--- src/rtl/spare_pkg.sv ---
package spare_pkg;
  parameter int BYTE_W  = 8;
  parameter int NREG    = 8;
  parameter int FRAMES  = 16;
  localparam int ADDR_W = $clog2(NREG);
  localparam int FIDX_W = $clog2(FRAMES);
  localparam int SLOT_W = FIDX_W - 1;

  typedef logic [NREG-1:0][BYTE_W-1:0] regbank_t;

  // Byte bit feeding each odd-frame register (register 0 is even-frame only)
  function automatic int src_bit(input int k);
    if (k == 1)      return 7;
    else if (k == 2) return 5;
    else             return 7 - k;
  endfunction
endpackage

--- src/rtl/spare_accum.sv ---
module spare_accum
  import spare_pkg::*;
(
  input  logic              clk,
  input  logic              rst_n,
  input  logic              ts0_valid,
  input  logic [BYTE_W-1:0] ts0_byte,
  input  logic [FIDX_W-1:0] frame_idx,
  input  logic              mf_aligned,
  output logic              commit,
  output regbank_t          acc_next
);
  regbank_t          acc_q;
  logic              hit;
  logic [SLOT_W-1:0] slot;

  assign hit    = ts0_valid && mf_aligned;
  assign slot   = ~frame_idx[FIDX_W-1:1];
  assign commit = hit && (frame_idx == FIDX_W'(FRAMES-1));

  always_comb begin
    acc_next = acc_q;
    if (hit) begin
      if (!frame_idx[0]) begin
        acc_next[0][slot] = ts0_byte[7];
      end else begin
        for (int k = 1; k < NREG; k++) begin
          acc_next[k][slot] = ts0_byte[src_bit(k)];
        end
      end
    end
  end

  always_ff @(posedge clk or negedge rst_n) begin
    if (!rst_n)   acc_q <= '0;
    else if (hit) acc_q <= acc_next;
  end


  accum_idle_chk: assert property (@(posedge clk) disable iff (!rst_n)
    !(ts0_valid && mf_aligned) |=> $stable(acc_q));
endmodule

--- src/rtl/spare_shadow.sv ---
module spare_shadow
  import spare_pkg::*;
(
  input  logic     clk,
  input  logic     rst_n,
  input  logic     commit,
  input  regbank_t acc_next,
  input  logic     clr_wr,
  input  logic [1:0] clr_data,
  output regbank_t shadow,
  output logic     mf_new,
  output logic     mf_lost
);
  logic new_d, lost_d, clr_new, clr_lost;

  genvar g;
  generate
    for (g = 0; g < NREG; g++) begin : g_reg
      always_ff @(posedge clk or negedge rst_n) begin
        if (!rst_n)      shadow[g] <= '0;
        else if (commit) shadow[g] <= acc_next[g];
      end
    end
  endgenerate

  assign clr_new  = clr_wr && clr_data[0];
  assign clr_lost = clr_wr && clr_data[1];

  always_comb begin
    new_d  = commit || (mf_new && !clr_new);
    lost_d = (commit && mf_new && !clr_new) || (mf_lost && !clr_lost);
  end

  always_ff @(posedge clk or negedge rst_n) begin
    if (!rst_n) begin
      mf_new  <= 1'b0;
      mf_lost <= 1'b0;
    end else begin
      mf_new  <= new_d;
      mf_lost <= lost_d;
    end
  end


  shadow_hold_chk: assert property (@(posedge clk) disable iff (!rst_n)
    !commit |=> $stable(shadow));

  new_set_chk: assert property (@(posedge clk) disable iff (!rst_n)
    commit |=> mf_new);

  new_clear_chk: assert property (@(posedge clk) disable iff (!rst_n)
    (clr_wr && clr_data[0] && !commit) |=> !mf_new);

  lost_cause_chk: assert property (@(posedge clk) disable iff (!rst_n)
    $rose(mf_lost) |-> $past(mf_new));
endmodule

--- src/rtl/e1_spare_capture.sv ---
module e1_spare_capture
  import spare_pkg::*;
(
  input  logic       clk,
  input  logic       rst_n,
  input  logic       ts0_valid,
  input  logic [7:0] ts0_byte,
  input  logic [3:0] frame_idx,
  input  logic       mf_aligned,
  input  logic [2:0] rd_addr,
  output logic [7:0] rd_data,
  input  logic       clr_wr,
  input  logic [1:0] clr_data,
  output logic       mf_new,
  output logic       mf_lost
);
  logic     commit;
  regbank_t acc_next;
  regbank_t shadow;

  spare_accum u_accum (
    .clk(clk), .rst_n(rst_n), .ts0_valid(ts0_valid), .ts0_byte(ts0_byte),
    .frame_idx(frame_idx), .mf_aligned(mf_aligned),
    .commit(commit), .acc_next(acc_next));

  spare_shadow u_shadow (
    .clk(clk), .rst_n(rst_n), .commit(commit), .acc_next(acc_next),
    .clr_wr(clr_wr), .clr_data(clr_data),
    .shadow(shadow), .mf_new(mf_new), .mf_lost(mf_lost));

  assign rd_data = shadow[rd_addr];
endmodule

--- config.mk ---
export PLATFORM = sky130hd
export DESIGN_NAME = e1_spare_capture
export DESIGN_NICKNAME = d
export VERILOG_FILES = /design/src/rtl/spare_pkg.sv /design/src/rtl/spare_accum.sv /design/src/rtl/spare_shadow.sv /design/src/rtl/e1_spare_capture.sv
export SDC_FILE = /design/constraint.sdc
export NUM_CORES = 1
export LEC_CHECK = 0
export CAP_MARGIN = 10
export CORE_MARGIN = 5
export CORE_UTILIZATION = 35
export CTS_CLUSTER_DIAMETER = 80
export CTS_CLUSTER_SIZE = 40
export DETAILED_ROUTE_END_ITERATION = 12
export GPL_TIMING_DRIVEN = 0
export PLACE_DENSITY_LB_ADDON = 0.12
export SYNTH_ARGS = -nofsm -noshare
export SYNTH_HDL_FRONTEND = slang
export SYNTH_SLANG_ARGS = --single-unit
--- constraint.sdc ---
create_clock -name clk -period 1.9 [get_ports clk]
set_input_delay 0.285 -clock clk [delete_from_list [all_inputs] [get_ports clk]]
set_output_delay 0.285 -clock clk [all_outputs]
set_load 0.05 [all_outputs]
==> results.md, run 1 <==
- Site row count: 45
- Final Power: 7.256 mW
- Library cells used by synthesis: 27
- GP Congestion: roughly 0.68
- Initial drt markers: 153
- Cell Area, Placed: 5817 µm²
- Num CTS Buffers: 17
- CP startpoint: u_shadow.shadow[58]$_DFFE_PN0P_
- Post-route cell area: 6379 µm²
- Layout cells sized above 1: 0.5093
- Crit. End Element: output pin
- R2R Path End: u_shadow.mf_lost$_DFF_PN0_
- Status: complete, but fails checks
- Post-Syn Nets: 336
- CP Max Fanout: 2
- Post-synth EDFFs: 0
- Yosys warnings: 0
- IO Pins: 32
- First-pass GRT wire length: 18640 µm
- Cells after Synth: 314
- Startpoint Class: flip-flop
- Worst setup path endpoint: rd_data[2]
- Largest area contributor in the netlist: dfrtp_1
- Post-CTS Repair Setup Buffers: 0
- GR Overflow Total: 0
- IO buf count: 27
- CTS root buf: clkbuf_16
- Core box area: about 15000 µm²
- Ys async rst share: 1.000
- Worst Skew: ~0.0032 ns
- Largest net degree at the start of global routing: 91
- Die H: 132.9 µm
- Count of pins over their slew limit: 0
- DRC viols: 0
- Worst Max-Slew Pin Slew: 0.6118 ns
- Crit path DAT: 1.75 ns
- Ant. Diodes: 0
- Mean Syn Cell Area: around 17 µm²
- Detailed Route WL: between 10000 and 15000 µm
- Seq/Total Area, Yosys: 0.5827
- Worst Setup Path Type: reg -> out
- CTS tree: built
- Vias: 2862
- GRT Util Overall: 0.1414
- Die footprint: between 15000 and 20000 µm²
- Yosys top cell area share: 0.5827
- ANT nets after route: 0
- Clock-pin transition on the worst setup and hold timing paths: 0.05 ns
- Top_reg_cell synth: dfrtp_1
- Post-route worst setup slack: -0.1390 ns
- Relative slew slack: 0.5921
- Pwr/cell area: 1138 nW/µm²
- Final Net Count: 384
- Worst hold slack: 0.3249 ns
- Required @ worst endpoint: 1.62 ns
- DRT Pass-1 Iters: 4
- Highest Clock Rate: 490.4 MHz
- Routed wire length per instance: around 20 µm
- Die W: 132.9 µm
- Clock sink count: ~120
- RSZ-0062 raised after global routing: true
- Max Cap Viol: 0
- Leakage: 2.974 nW
- Starting Density: 0.3527
- Hold Vio Cnt, Final: 0
- #FFs+latches synth: 123
- Most frequent cell after synthesis: dfrtp_1
- Cell area after synthesis: between 5000 and 6000 µm²
- Clk Latency, worst-skew pair: 0.41 ns
- Vias in the first global route: 3157
- Worst reg-to-reg setup slack: about 0.90 ns
- Setup TNS Final: -0.9184 ns
- Setup Viol. Count Final: 8
- CTS H-tree lvls: 4
- Tmin final: 2.039 ns
- HP Class: in -> async
- Failing checks: setup timing
- Syn-to-layout area delta: 20.75%
- Worst r2r src: u_shadow.mf_new$_DFF_PN0_
- Clock buffer depth: 2
- Ratio of final minimum period to clock period: 1.073
- Average via count per standard cell: 5.083
- Peak supply drop: 0.6018 mV
- Worst-case reg-to-reg path depth: 3
- Initial antenna violation count: 0
- Largest cells by area after synthesis: dfrtp_1 58%, mux2_2 24%, mux4_1 7.5%
- Detail Placement HPWL: 7547 µm
- List of most frequent post-synthesis cells: 123 x dfrtp_1, 113 x mux2_2, 16 x mux2_1, 15 x mux4_1, 8 x buf_6
metrics by stage:
stage	cells	utilization	setup WS, ns
after floorplan	314	-	0.1672
after global routing	563	0.4259	-0.1838
final	563	0.4259	-0.1390
after CTS	563	0.4258	-0.1587
after detailed placement	530	0.3884	-0.8603
after global placement	529	0.3865	-4.243
cell usage in the layout, fill, tap and decap left out, types with 3 or more instances in the layout:
master / n
clkinv_2: 7
clkbuf_8: 5
mux2_1: 16
clkbuf_1: 3
dfrtp_1: 123
mux2_4: 5
nor2_2: 5
nand2b_1: 3
mux2_2: 108
mux4_2: 16
buf_6: 16
clkbuf_16: 17
clkdlybuf4s50_1: 16
nor2_1: 4
nor3_1: 3
how the worst min path moves through the flow:
stage / start / end / slack, ns / cells past startpoint
detailed placement: rst_n / u_shadow.shadow[7]$_DFFE_PN0P_ / 0.20 / 1
floorplan: rst_n / u_accum.acc_q[0]$_DFFE_PN0N_ / -0.01 / 0
global route: rst_n / u_accum.acc_q[39]$_DFFE_PN0N_ / 0.36 / 2
CTS: rst_n / u_accum.acc_q[35]$_DFFE_PN0N_ / 0.32 / 2
finish: rst_n / u_accum.acc_q[39]$_DFFE_PN0N_ / 0.32 / 2
global placement: u_shadow.shadow[34]$_DFFE_PN0P_ / u_shadow.shadow[34]$_DFFE_PN0P_ / 0.46 / 1
state kept, by name (all words and copies together) (netlist names):
signal / cells
u_shadow.shadow: 64
u_shadow.mf_lost: 1
u_accum.acc_q: 57
u_shadow.mf_new: 1
report_power, final:
group	internal (mW)	switching, mW	total (mW)
clock network	1.95	1.11	3.06
logic	0.537	0.396	0.933
registers	3.05	0.212	3.26
cell type report:
class / count / area, µm²
inverters: 1 / 3.754
fillers: 1395 / 8598
clock inverters: 8 / 65.06
clock buffers: 24 / 501.7
multi-input cells: 175 / 2027
well taps: 188 / 235.2
plain buffers: 15 / 140.1
flip-flops and latches: 123 / 3078
repair buffers: 29 / 327.8
routing by layer:
metal  up-vias  wire length [µm]  share of wire  global-route usage
met5         -                 0              0                   0
met4         0               141          0.012             0.05716
met3        10               306          0.027             0.03840
met2        38              5627           0.49              0.2201
met1      1557              5332           0.47              0.1875
li1       1257                 -              -                   -
worst max-delay path: stages (launching register included):
cell and delay (ns):
dfrtp_1 0.39, mux4_2 0.50, mux2_4 0.29, buf_6 0.16
repair_timing:
item / 4_1_cts / 5_1_grt
hold buffers: 1 / 0
endpoints found under the setup margin: 8 / 10
endpoints found under the hold margin: 33 / 0
gates resized for setup: 76 / 5
kinds of logic (layout without fill, tap and decap cells):
kind of cell | count (synthesis) | in the layout | synth area share
muxes | 145 | 145 | 0.3539
DFF | 123 | 123 | 0.5827
and+or+nand+nor | 28 | 28 | 0.03411
buffers and inverters | 16 | 77 | 0.02653
AOI/OAI and AO/OA | 2 | 2 | 0.002843
Note: power is estimated with default switching activity, not from simulation.
==> run 2: changes to the inputs <==
--- a/config.mk
+++ b/config.mk
@@ -6,6 +6,8 @@
 export NUM_CORES = 1
 export LEC_CHECK = 0
 export CAP_MARGIN = 10
+export CELL_PAD_IN_SITES_DETAIL_PLACEMENT = 0
+export CELL_PAD_IN_SITES_GLOBAL_PLACEMENT = 2
 export CORE_MARGIN = 5
 export CORE_UTILIZATION = 35
 export CTS_CLUSTER_DIAMETER = 80
==> run 2 against run 1 <==
Against the previous run: the run still ends with setup timing left; fmax about the same; die area unchanged; clock-buffer cell count down 4; largest power group is now clock; largest cell class unchanged; first-iteration DRC count down 27%; cell count up 0.36%; worst hold slack better by 0.064 ns.
==> results.md, run 2 (synthesis gave the netlist of run 1 again) <==
- Status: complete, but fails checks
- Failing checks: setup timing
- Required @ worst endpoint: 1.62 ns
- Hold Vio Cnt, Final: 0
- Num CTS Buffers: 17
- Clock-pin transition on the worst setup and hold timing paths: ~0.050 ns
- Sw Pwr: 1.776 mW
- Most flops, register: u_shadow.shadow
- CTS root buf: clkbuf_16
- Largest regs: u_shadow.shadow (64), u_accum.acc_q (57)
- Setup TNS Final: -0.9230 ns
- Worst hold slack: 0.3887 ns
- WL met2: 5518 µm
- Setup Viol. Count Final: 8
- CP max stage cell: mux4_2
- Worst Max-Slew Pin Slew: about 0.70 ns
- Int Pwr: 6.274 mW
- CTS tree: built
- Seq pwr share: 0.405
- DRT Pass-1 Iters: 4
- Peak supply drop: roughly 0.69 mV
- Pre-CTS setup slack: -0.8130 ns
- Crit path DAT: 1.75 ns
- Core box area: 14980 µm²
- Most common cell after layout, fill and taps aside: dfrtp_1
- Clock power frac: 0.478
- DRC viols: 0
- Die footprint: around 18000 µm²
- Count of pins over their slew limit: 0
- First-pass GRT wire length: 19030 µm
- Worst Skew: between 0.005 and 0.006 ns
- CP startpoint: u_shadow.shadow[44]$_DFFE_PN0P_
- Highest-count cells in the layout ignoring fill and taps: 123 x dfrtp_1, 108 x mux2_2, 17 x buf_6, 17 x clkbuf_16
- Pwr/cell area: 1233 nW/µm²
- IO Pins: 32
- Detail Placement HPWL: around 7700 µm
- M1 WL: 5707 µm
- Average via count per standard cell: 5.035
- Crit. End Element: output pin
- Startpoint Class: flip-flop
- Largest incremental delay on the critical path: 0.50 ns
- Tmin final: between 2 and 2.5 ns
- Vias: 2845
- Switch share: 0.2206
- Layout cells sized above 1: 0.5172
- GR Overflow Total: 0
- Vias in the first global route: 3157
- Clock buffer depth: 2
- Comb pwr share: 0.117
- Die H: 132.9 µm
- Site row count: 45
- CP Max Fanout: 2
- Routed wire length per instance: 20.86 µm
- Relative slew slack: 0.5321
- Final Net Count: 386
- Starting Density: 0.3527
- Post-route worst setup slack: -0.1383 ns
- Topmost layer with routed signal wires: met4
- Syn-to-layout area delta: 23.54%
- Initial drt markers: 111
- Die W: roughly 130 µm
- CTS H-tree lvls: 4
- Initial antenna violation count: 0
- Ant. Diodes: 0
- CP Cell Sequence: mux4_2 -> mux2_4 -> buf_6
- ANT nets after route: 0
- IO buf count: 27
- Clock sink count: 123
- Worst r2r src: u_shadow.mf_new$_DFF_PN0_
- GRT Util Overall: 0.1452
- RSZ-0062 raised after global routing: true
- Max Cap Viol: 0
- Worst Setup Path Type: reg -> out
- Final Power: 8.050 mW
- Largest net degree at the start of global routing: 80
- HP Class: in -> async
- GP Congestion: 0.6976
- Detailed Route WL: 11790 µm
- Met3 routed WL: 420 µm
- Clk Latency, worst-skew pair: 0.42 ns
- Ratio of final minimum period to clock period: 1.073
- Leakage: 3.023 nW
- Max reg flops: 64
- Highest Clock Rate: 490.6 MHz
[run 2: cell types whose count changed in the layout (fill, tap and decap cells not counted), sizes merged]
cell,before,now
clkbuf,26,22
bufinv,1,7
dlymetal6s2s,2,1
buf,23,25
clkinvlp,0,2
dlygate4sd2,0,1
clkinv,7,3
[run 2: path summary, 6_finish.rpt]
path | to | slack [ns] | depth (start not counted)
worst min register to register | u_shadow.shadow[34]$_DFFE_PN0P_ | 0.48 | 1
worst max-delay path | rd_data[4] | -0.14 | 3
worst min-delay path | u_accum.acc_q[9]$_DFFE_PN0N_ | 0.39 | 2
min in group clk | u_shadow.shadow[34]$_DFFE_PN0P_ | 0.48 | 1
max in group asynchronous | u_shadow.shadow[38]$_DFFE_PN0P_ | 0.78 | 3
worst max register to register | u_shadow.mf_lost$_DFF_PN0_ | 0.90 | 3
[run 2: critical path, delay by kind of cell (launching register included)]
family,cells,cell delay [ns]
buf+inv,1,0.16
flops,1,0.39
mux,2,0.79
[run 2: layout make-up]
class,instances,area [µm²]
buffer,15,140.1
clock buffer,20,466.7
clock inverter,12,240.2
fill,1375,8451
inverter,1,3.754
multi-input combinational,175,2027
sequential,123,3078
tap,188,235.2
timing repair buffer,31,335.3
[run 2: power groups by stage]
stage / registers (mW) / clock network (mW) / logic [mW]
after floorplan: 3.21 / 0 / 0.638
after global placement: 3.28 / 0 / 0.885
after detailed placement: 3.29 / 0 / 0.915
after CTS: 3.26 / 3.93 / 0.959
after global routing: 3.30 / 4.05 / 1.03
final: 3.26 / 3.85 / 0.940
[run 2: layer usage]
layer,up-vias,GRT usage
li1,1266,-
met1,1515,0.1990
met2,51,0.2221
met3,13,0.04601
met4,0,0.04157
met5,-,0
[run 2: stage by stage]
stage                     utilization  cell area [µm²]  cells
after floorplan                     -             5283    314
after global placement         0.3865             5788    529
after detailed placement       0.3884             5817    530
after CTS                      0.4353             6520    565
after global routing           0.4358             6526    565
final                          0.4358             6526    565
[run 2: what timing repair did]
action                     in CTS  in global routing
gates cloned                    0                  0
pin swaps                       0                  0
hold endpoints to repair       44                  0
buffers inserted                2                  0
setup endpoints to repair       9                  9
hold buffers                    1                  0
resized for setup              78                  2
